**src/rtl/wid_pkg.sv**
```systemverilog
package wid_pkg;

   // Number of execution units addressed by one word
   localparam int UNITS = 4;

   // Unit slot order inside the word (payload position and mask bit)
   localparam int SLOT_WLOAD = 0;
   localparam int SLOT_WSET  = 1;
   localparam int SLOT_MAC   = 2;
   localparam int SLOT_POOL  = 3;

   function automatic int word_width(input int fw);
      return 1 + UNITS * (fw + 1);
   endfunction

endpackage

```
**src/rtl/wid_fetch.sv**
```systemverilog
module wid_fetch #(
   parameter int PC_W = 6
) (
   input  logic            clk,
   input  logic            rst_n,
   input  logic            advance,
   input  logic            halt_seen,
   output logic [PC_W-1:0] pc,
   output logic            halted
);

   always_ff @(posedge clk) begin
      if (!rst_n) begin
         pc     <= '0;
         halted <= 1'b0;
      end else if (halt_seen) begin
         halted <= 1'b1;
      end else if (advance) begin
         pc <= pc + PC_W'(1);
      end
   end

endmodule

```
**src/rtl/wid_decode.sv**
```systemverilog
module wid_decode #(
   parameter int N = 4
) (
   input  logic         end_flag,
   input  logic [N-1:0] mask,
   input  logic [N-1:0] unit_busy,
   input  logic [N-1:0] unit_start,
   input  logic         halted,
   output logic         advance,
   output logic         halt_seen,
   output logic [N-1:0] fire
);

   logic is_end;
   logic conflict;

   always_comb begin
      is_end    = end_flag && (mask == '0);
      // a unit is unavailable while busy or while its start pulse is out
      conflict  = |(mask & (unit_busy | unit_start));
      advance   = !halted && !is_end && !conflict;
      halt_seen = !halted && is_end;
      fire      = advance ? mask : '0;
   end

endmodule

```
**src/rtl/wid_issue_lane.sv**
```systemverilog
module wid_issue_lane #(
   parameter int F_W      = 8,
   parameter bit ARG_HOLD = 1'b1
) (
   input  logic           clk,
   input  logic           rst_n,
   input  logic           fire,
   input  logic [F_W-1:0] arg_in,
   output logic           start,
   output logic [F_W-1:0] arg_out
);

   always_ff @(posedge clk) begin
      if (!rst_n) start <= 1'b0;
      else        start <= fire;
   end

   generate
      if (ARG_HOLD) begin : g_hold
         always_ff @(posedge clk) begin
            if (!rst_n)    arg_out <= '0;
            else if (fire) arg_out <= arg_in;
         end
      end else begin : g_pulse
         always_ff @(posedge clk) begin
            if (!rst_n)    arg_out <= '0;
            else           arg_out <= fire ? arg_in : '0;
         end
      end
   endgenerate

endmodule

```
**src/rtl/wide_issue_dispatch.sv**
```systemverilog
module wide_issue_dispatch
   import wid_pkg::*;
#(
   parameter int F_W      = 8,
   parameter int PC_W     = 6,
   parameter bit ARG_HOLD = 1'b1,
   localparam int IW      = 1 + UNITS * (F_W + 1),
   localparam int MASK_LSB = UNITS * F_W
) (
   input  logic                 clk,
   input  logic                 rst_n,
   output logic [PC_W-1:0]      imem_addr,
   input  logic [IW-1:0]        imem_rdata,
   input  logic [UNITS-1:0]     unit_busy,
   output logic [UNITS-1:0]     unit_start,
   output logic [UNITS*F_W-1:0] unit_arg,
   output logic                 halted
);

   generate
      if (F_W < 1) begin : g_bad_fw
         $error("wide_issue_dispatch: F_W must be at least 1");
      end
      if (PC_W < 1 || PC_W > 24) begin : g_bad_pcw
         $error("wide_issue_dispatch: PC_W must be within 1..24");
      end
      if (IW != word_width(F_W)) begin : g_bad_iw
         $error("wide_issue_dispatch: word width mismatch");
      end
   endgenerate

   logic             advance;
   logic             halt_seen;
   logic [UNITS-1:0] fire;

   wid_decode #(.N(UNITS)) u_decode (
      .end_flag   (imem_rdata[IW-1]),
      .mask       (imem_rdata[MASK_LSB +: UNITS]),
      .unit_busy  (unit_busy),
      .unit_start (unit_start),
      .halted     (halted),
      .advance    (advance),
      .halt_seen  (halt_seen),
      .fire       (fire)
   );

   wid_fetch #(.PC_W(PC_W)) u_fetch (
      .clk       (clk),
      .rst_n     (rst_n),
      .advance   (advance),
      .halt_seen (halt_seen),
      .pc        (imem_addr),
      .halted    (halted)
   );

   generate
      for (genvar u = 0; u < UNITS; u++) begin : g_lane
         wid_issue_lane #(.F_W(F_W), .ARG_HOLD(ARG_HOLD)) u_lane (
            .clk     (clk),
            .rst_n   (rst_n),
            .fire    (fire[u]),
            .arg_in  (imem_rdata[u*F_W +: F_W]),
            .start   (unit_start[u]),
            .arg_out (unit_arg[u*F_W +: F_W])
         );
      end
   endgenerate

endmodule

```
**config.mk**
```make
export PLATFORM = sky130hd
export DESIGN_NAME = wide_issue_dispatch
export DESIGN_NICKNAME = d
export VERILOG_FILES = /design/src/rtl/wid_pkg.sv /design/src/rtl/wid_fetch.sv /design/src/rtl/wid_decode.sv /design/src/rtl/wid_issue_lane.sv /design/src/rtl/wide_issue_dispatch.sv
export SDC_FILE = /design/constraint.sdc
export NUM_CORES = 1
export LEC_CHECK = 0
export CAP_MARGIN = 25
export CORE_ASPECT_RATIO = 0.75
export CORE_UTILIZATION = 35
export DETAILED_ROUTE_END_ITERATION = 6
export PLACE_DENSITY = 0.82
export SYNTH_ARGS = -nofsm -noshare
export SYNTH_HDL_FRONTEND = slang
export SYNTH_SLANG_ARGS = --single-unit
```
**constraint.sdc**
```tcl
create_clock -name clk -period 3.5 [get_ports clk]
set_clock_uncertainty 0.05 [all_clocks]
set_input_delay 0.7 -clock clk [delete_from_list [all_inputs] [get_ports clk]]
set_output_delay 0.7 -clock clk [all_outputs]
set_load 0.005 [all_outputs]
```
==> flow_summary.ini, run 1 <==
[die]
die_width_um = 85.08
initial_core_util_pct = 36.77
die_area_um2 = 5471
fp.coreArea_um2 = 4927
std_cell_rows = 22
die_h_um = 64.31
ioPinCount = 86

[drt]
drt_iter0_markers = 33
firstDrtPassIters = 4
postRouteAntennaNets = 0
vias = 1607
wl_per_cell_um = 12.27
viasPerCell = 4.740
route.detailed.drc = 0
routed_wl_um = 4159

[critical_path]
max_stage_delay_ns = 0.61
crit_family = simple AND/OR/NAND/NOR gates
cp.arrival_ns = 2.38
cp_max_fo = 16
critPathBufInv = 1
slowest_stage = or4_1
start_kind = input port
cp-end-kind = flip-flop
crit_type = in -> reg
cp.required_ns = 3.67
worstPathCellList = clkdlybuf4s50_1, o21ai_1, nand4_2, or4_1, a21oi_1

[synthesis]
async_flop_share_pct = 0
synth_xor_area_share_pct = 0
synth.distinct_cells = 23
synthMuxAreaShare_pct = 17.68
synth_common_cells = 65 x nand2_1, 43 x dfxtp_1, 32 x mux2i_1
synth_enable_flop_cells = 0
synth.avg_cell_area_um2 = 9.104
yosys_warnings = 0
synthTopCellsByArea = dfxtp_1 48%, mux2i_1 18%, nand2_1 13%
synth_fp_nets = 243
syn_area_um2 = 1812
synth_top_family_by_area = simple AND/OR/NAND/NOR gates
synth_compound_area_share_pct = 5.387
synth.top_cell.area_share_pct = 47.51
synth_seq_area_share_pct = 47.51
synth-simple-area-share_pct = 21.82
synth_top_flop_cell = dfxtp_1
yosysMostFrequentCell = nand2_1
synthAdderAreaFrac_pct = 0.6906
ys_seq_elements = 43
synth_top_area_cell = dfxtp_1
synthCells = 199

[timing]
rsz0062_at_grt = no
max_freq_mhz = 453.3
setup_ws_ns = 1.294
finalSetupViolations = 0
hold_slack_ns = 0.4047
relSlewSlack_pct = 46.87
tns_ns = 0
hold_viol = 0
finalMaxSlewViolations = 0
min_period_ns = 2.206
max_slew.worst_pin.slew_ns = 0.7969
fin_crit_sh_pct = 63.04

[power_and_ir_drop]
leakage_nw = 1.032
vdd_drop_max_mv = 0.1887
powerDensity_nw_per_um2 = 407.7

[run_status]
outcome = finished clean

[finish]
nFillCells = 438
seq_area_um2 = 860.8
nets = 322
area_growth_pct = 54.49
layout-drive-gt1-share_pct = 6.452
n_antenna_cell = 0
multi_input_area_um2 = 835.8

[global_route]
grt_first_pass_wirelength_um = 6548
grt_pass1_vias = 1416
antenna_found_initial = 0
grt_max_degree = 50
grt.total_usage_pct = 15.59
grt-ovfl-total = 0

[clock_tree]
cts_buffer_depth = 2
holdBufCountCts = 0
clock_latency_ns = 0.29
path_clk_slew_ns = 0.08
clkSinkCount = 43
cts_tree = done
cts_resized = 0
cts_buffers = 5
cts_setup_buffers = 0
htree_levels = 2
clock_tree.root_cell = clkbuf_8

[worst_hold_path]
hold_path.class = reg -> reg

[placement]
pre_cts_ws_ns = 0.9849
port_buffers = 85
dpl.hpwl_um = 2941
place.gp.congestion = 0.7060

[job]
maxCapViolations = 0
-- cells in the final DEF (no fill, tap or decap) --
| cell type | n |
|---|---|
| or3_1 | 2 |
| a21oi_1 | 6 |
| nand4_2 | 1 |
| nor3b_2 | 4 |
| and4_1 | 1 |
| o31ai_1 | 4 |
| inv_1 | 3 |
| buf_4 | 5 |
| buf_2 | 1 |
| bufinv_16 | 2 |
| o21ai_0 | 2 |
| a21o_1 | 1 |
| nor4_1 | 1 |
| ha_1 | 1 |
| and2_1 | 5 |
| clkdlybuf4s50_1 | 84 |
| clkbuf_8 | 5 |
| o21ai_1 | 4 |
| or4_1 | 4 |
| dfxtp_1 | 43 |
| nand2_1 | 65 |
| nand3_1 | 2 |
| clkbuf_1 | 1 |
| mux2i_1 | 32 |
-- cells by family (layout without fill, tap and decap cells) --
family / count (synthesis) / count (layout)
AO/OA/AOI/OAI: 17 / 17
adder cells (fa/ha/maj): 1 / 1
buffers and inverters: 21 / 101
flip-flops: 43 / 43
multiplexers: 32 / 32
AND/OR/NAND/NOR: 85 / 85
-- routing by layer --
metal  wire length [µm]  global-route usage (%)  vias to the layer above
met5                  0                       0                        -
met4                 27                   6.780                        0
met3                340                   6.718                        4
met2               1835                   22.98                       59
met1               1955                   19.75                      728
li1                   -                       -                      816
-- sequential cells by signal, summed over array words and instances (netlist names) --
register,cells
g_lane.u_lane.arg_out,32
g_lane.u_lane.start,4
u_fetch.halted,1
u_fetch.pc,6
-- area by class of cell --
class                   instances  share of cell area, %
well taps                      60                  2.682
flip-flops and latches         43                  30.76
clock buffers                   6                  2.593
repair buffers                 90                  31.56
multi-input cells             135                  29.86
clock inverters                 2                  2.146
inverters                       3                 0.4023
-- where the power goes --
group          internal, mW  switching (mW)
sequential            0.511          0.0129
clock                 0.285           0.163
combinational         0.106          0.0636
-- worst min-delay path: cells and delay by family (launching register included) --
kind / cells / cell delay (ns)
DFF: 1 / 0.31
muxes: 1 / 0.05
and+or+nand+nor: 1 / 0.05
-- per-stage QoR --
stage	power (mW)	util, %	instances	area (µm²)
2_1_floorplan	0.6081	-	199	1812
4_1_cts	1.154	56.81	339	2799
5_1_grt	1.196	56.81	339	2799
3_5_place_dp	0.7053	54.11	331	2666
6_report	1.141	56.81	339	2799
3_3_place_gp	0.7016	54.11	331	2666
-- path summary, 6_finish.rpt --
path,to,slack (ns),startpoint,depth (start not counted)
worst max-delay path,u_fetch.pc[3],1.29,unit_busy[0],5
worst min-delay path,g_lane[0].u_lane.arg_out[4],0.40,g_lane[0].u_lane.arg_out[4],2
worst max register to register,u_fetch.pc[3],1.76,g_lane[2].u_lane.start,4
worst min register to register,g_lane[0].u_lane.arg_out[4],0.40,g_lane[0].u_lane.arg_out[4],2
(Power assumes the default switching activity.)
==> inputs of run 2 (changes only) <==
==> constraint.sdc (replaced) <==
create_clock -name clk -period 2.1 [get_ports clk]
set_clock_uncertainty 0.05 [all_clocks]
set_input_delay 0.42 -clock clk [delete_from_list [all_inputs] [get_ports clk]]
set_output_delay 0.42 -clock clk [all_outputs]
set_load 0.005 [all_outputs]
==> flow_summary.ini, run 2 (same netlist as run 1, synthesis figures left out) <==
[clock_tree]
cts_buffer_depth = 2
htree_levels = 2
cts_tree = done
clkSinkCount = 43
holdBufCountCts = 0
clock_latency_ns = 0.29
cts_buffers = 5
cts_setup_buffers = 0
cts_resized = 0
path_clk_slew_ns = 0.08
clock_tree.root_cell = clkbuf_8

[timing]
hold_slack_ns = 0.4094
max_slew.worst_pin.slew_ns = 0.3784
max_freq_mhz = 523.6
setup_ws_ns = 0.1900
fin_crit_sh_pct = 90.95
relSlewSlack_pct = 74.77
finalMaxSlewViolations = 0
hold_viol = 0
min_period_ns = 1.910
finalSetupViolations = 0
rsz0062_at_grt = no

[critical_path]
cp-end-kind = flip-flop
cp-startpoint = imem_rdata[34]
cp_max_fo = 12
start_kind = input port
r2r_slack_ns = 0.38
cp.arrival_ns = 2.08
crit-reg2reg-launch = g_lane[0].u_lane.start
reg2reg_to = u_fetch.pc[0]
crit_type = in -> reg
crit_end = u_fetch.pc[0]
cp.required_ns = 2.27
r2r_cells = 5

[die]
die_width_um = 85.08
initial_core_util_pct = 36.77
std_cell_rows = 22
die_h_um = 64.31
fp.coreArea_um2 = 4927
die_area_um2 = 5471
ioPinCount = 86

[drt]
firstDrtPassIters = 4
route.detailed.drc = 0
postRouteAntennaNets = 0
wl_per_cell_um = 12.31
viasPerCell = 4.735
routed_wl_um = 4223
drt_iter0_markers = 51
vias = 1624

[global_route]
grt.total_usage_pct = 16.07
grt_first_pass_wirelength_um = 6900
grt_max_degree = 36
antenna_found_initial = 0
grt-ovfl-total = 0
grt_pass1_vias = 1575

[finish]
reg_top3 = g_lane.u_lane.arg_out: 32 flops, u_fetch.pc: 6 flops, g_lane.u_lane.start: 4 flops
n_antenna_cell = 0
final_cell_mix = 84 x clkdlybuf4s50_1, 65 x nand2_1, 43 x dfxtp_1
nFillCells = 442
largest_reg_flops = 32
top_register = g_lane.u_lane.arg_out
finish.utilization_pct = 56.91
finalNonFillerCells = 343
layout-drive-gt1-share_pct = 8.127
area_growth_pct = 54.77
final_common_cell = clkdlybuf4s50_1
nets = 327

[placement]
place.gp.congestion = 0.6947
placed_cells = 336
dpl.hpwl_um = 3095
pre_cts_ws_ns = -0.08579
port_buffers = 85

[power_and_ir_drop]
leakage_nw = 1.042
powerDensity_nw_per_um2 = 601.8
vdd_drop_max_mv = 0.3110

[run_status]
outcome = finished clean

[worst_hold_path]
hold_path.class = reg -> reg

[job]
maxCapViolations = 0
## run 2: layer usage
metal | global-route usage (%) | share of wire, % | up-vias
met5 | 0 | 0 | -
met4 | 6.356 | 1.3 | 0
met3 | 6.072 | 8.6 | 5
met2 | 26.31 | 43 | 57
met1 | 19.04 | 47 | 738
li1 | - | - | 824
## run 2: worst max-delay path, stage by stage
cell and delay, ns:
clkdlybuf4s50_1 0.44, o21ai_1 0.11, nand4_2 0.33, buf_4 0.27
or3_1 0.35, a21oi_1 0.16
## run 2: final cells by class
type,count,area [µm²],area share [%]
timing repair buffer,95,933.4,33.29
sequential,43,860.8,30.70
multi-input combinational,135,835.8,29.81
clock buffer,6,82.58,2.945
tap,60,75.07,2.677
inverter,3,11.26,0.4016
clock inverter,1,5.005,0.1785
## run 2: how the worst min path moves through the flow
| stage | cells after the start | from | endpoint |
|---|---|---|---|
| global placement | 2 | g_lane[0].u_lane.arg_out[1] | g_lane[0].u_lane.arg_out[1] |
| detailed placement | 2 | g_lane[3].u_lane.arg_out[4] | g_lane[3].u_lane.arg_out[4] |
| floorplan | 2 | g_lane[0].u_lane.arg_out[0] | g_lane[0].u_lane.arg_out[0] |
| finish | 2 | g_lane[2].u_lane.arg_out[6] | g_lane[2].u_lane.arg_out[6] |
| CTS | 2 | g_lane[0].u_lane.arg_out[1] | g_lane[0].u_lane.arg_out[1] |
| global route | 2 | g_lane[1].u_lane.arg_out[0] | g_lane[1].u_lane.arg_out[0] |
## run 2: metrics by stage
step / setup TNS (ns) / total power [mW] / instance area [µm²]
after CTS: 0 / 1.717 / 2804
final: 0 / 1.687 / 2804
after global placement: -0.2054 / 1.181 / 2716
after global routing: 0 / 1.777 / 2804
after detailed placement: -0.6904 / 1.187 / 2716
after floorplan: 0 / 1.013 / 1812
## run 2: where the power goes
group          leakage, nW  internal, mW  switching [mW]
sequential           0.350         0.851          0.0220
combinational        0.645         0.186           0.107
clock               0.0470         0.258           0.263
total                 1.04          1.30           0.392
==> inputs of run 3 (changes only) <==
--- a/config.mk
+++ b/config.mk
@@ -7,9 +7,9 @@
 export LEC_CHECK = 0
 export CAP_MARGIN = 25
 export CORE_ASPECT_RATIO = 0.75
-export CORE_UTILIZATION = 35
+export CORE_UTILIZATION = 40
 export DETAILED_ROUTE_END_ITERATION = 6
-export PLACE_DENSITY = 0.82
+export PLACE_DENSITY = 0.91
 export SYNTH_ARGS = -nofsm -noshare
 export SYNTH_HDL_FRONTEND = slang
 export SYNTH_SLANG_ARGS = --single-unit
==> flow_summary.ini, run 3 (same netlist as run 1, synthesis figures left out) <==
[run_status]
outcome = finished clean

[worst_hold_path]
hold_depth = 2
hp-start = g_lane[1].u_lane.arg_out[7]
hold_path.class = reg -> reg
min_to = g_lane[1].u_lane.arg_out[7]

[clock_tree]
clock_tree.root_cell = clkbuf_8
holdBufCountCts = 0
cts_buffer_depth = 2
cts_setup_buffers = 0
cts_resized = 0
clkSinkCount = 43
htree_levels = 2
cts_buffers = 5
cts_tree = done
path_clk_slew_ns = 0.08
clock_latency_ns = 0.29

[timing]
finalSetupViolations = 0
fin_crit_sh_pct = 88.51
relSlewSlack_pct = 70.04
min_period_ns = 1.859
finalMaxSlewViolations = 0
setup_ws_ns = 0.2412
max_freq_mhz = 538.0
hold_viol = 0
max_slew.worst_pin.slew_ns = 0.4495
rsz0062_at_grt = no

[drt]
viasPerCell = 4.866
drt_iter0_markers = 40
postRouteAntennaNets = 0
vias = 1635
routed_wl_um = 4399
firstDrtPassIters = 4
route.detailed.drc = 0
wl_per_cell_um = 13.09

[global_route]
grt_max_degree = 32
grt.total_usage_pct = 18.82
grt_pass1_vias = 1558
grt_first_pass_wirelength_um = 6837
antenna_found_initial = 0
grt-ovfl-total = 0

[die]
fp.coreArea_um2 = 4204
die_width_um = 79.71
die_h_um = 60.29
die_area_um2 = 4805
ioPinCount = 86
initial_core_util_pct = 43.10
std_cell_rows = 20

[finish]
top_register = g_lane.u_lane.arg_out
layout-drive-gt1-share_pct = 7.473
reg_top3 = g_lane.u_lane.arg_out: 32 flops, u_fetch.pc: 6 flops, g_lane.u_lane.start: 4 flops
nFillCells = 354
nets = 324
n_antenna_cell = 0
final_cell_mix = 84 x clkdlybuf4s50_1, 65 x nand2_1, 43 x dfxtp_1
final_common_cell = clkdlybuf4s50_1
area_growth_pct = 55.52
largest_reg_flops = 32

[placement]
dpl.hpwl_um = 3254
place.gp.congestion = 0.7443
pre_cts_ws_ns = -0.08282
port_buffers = 85

[critical_path]
cp_max_fo = 16
r2r_cells = 5
cp-end-kind = flip-flop
crit-reg2reg-launch = g_lane[0].u_lane.start
r2r_slack_ns = 0.45
cp.arrival_ns = 2.03
start_kind = input port
cp.required_ns = 2.27
reg2reg_to = u_fetch.pc[4]
crit_type = in -> reg

[job]
maxCapViolations = 0

[power_and_ir_drop]
leakage_nw = 1.047
powerDensity_nw_per_um2 = 649.6
vdd_drop_max_mv = 0.3916
power_mw = 1.830
-- run 3: changes by cell type in the layout (fill, tap and decap cells not counted) --
cell	change
bufinv_16	+1
buf_4	-4
buf_12	+1
-- run 3: layout make-up --
cell class / count / area [µm²] / area share [%]
tap: 55 / 68.82 / 2.442
timing repair buffer: 92 / 923.4 / 32.77
sequential: 43 / 860.8 / 30.55
multi-input combinational: 135 / 835.8 / 29.66
inverter: 3 / 11.26 / 0.3996
clock inverter: 2 / 35.03 / 1.243
clock buffer: 6 / 82.58 / 2.931
-- run 3: per-stage QoR --
step           hold WS, ns  area (µm²)  setup TNS (ns)  util [%]  instances
6_report            0.4092        2818               0     67.02        336
5_1_grt             0.4355        2818               0     67.02        336
4_1_cts             0.4143        2818               0     67.02        336
3_5_place_dp        0.3993        2700         -0.8289     64.23        328
3_3_place_gp        0.3912        2700               0     64.23        328
2_1_floorplan       0.4011        1812               0         -        199
-- run 3: how the worst max path moves through the flow --
stage | from | end | slack (ns) | cells past startpoint
after floorplan | unit_busy[0] | g_lane[1].u_lane.arg_out[0] | 0.58 | 6
after global placement | unit_busy[0] | g_lane[2].u_lane.arg_out[1] | 0.05 | 7
after detailed placement | imem_rdata[35] | u_fetch.pc[4] | -0.08 | 6
after CTS | imem_rdata[35] | u_fetch.pc[4] | 0.22 | 6
after global routing | imem_rdata[35] | g_lane[2].u_lane.arg_out[5] | 0.1 | 7
final | imem_rdata[35] | u_fetch.pc[4] | 0.24 | 6
-- run 3: per-layer routing --
metal | routed length, µm | track usage (%) | vias up
met1 | 2040 | 22.33 | 763
met4 | 29 | 4.675 | 0
li1 | - | - | 817
met5 | 0 | 0 | -
met2 | 2060 | 32.97 | 50
met3 | 269 | 6.260 | 5
-- run 3: critical path, cell delays in order --
cell and delay [ns]:
clkdlybuf4s50_1 0.47, o21ai_1 0.14, nand4_2 0.15, buf_12 0.19
or4_1 0.49, a21oi_1 0.16
-- run 3: report_power, final --
group	switching, mW	internal [mW]	total, mW	leakage (nW)
Clock	0.273	0.385	0.658	0.0612
Combinational	0.112	0.188	0.299	0.636
Sequential	0.0224	0.851	0.873	0.350
Total	0.407	1.42	1.83	1.05
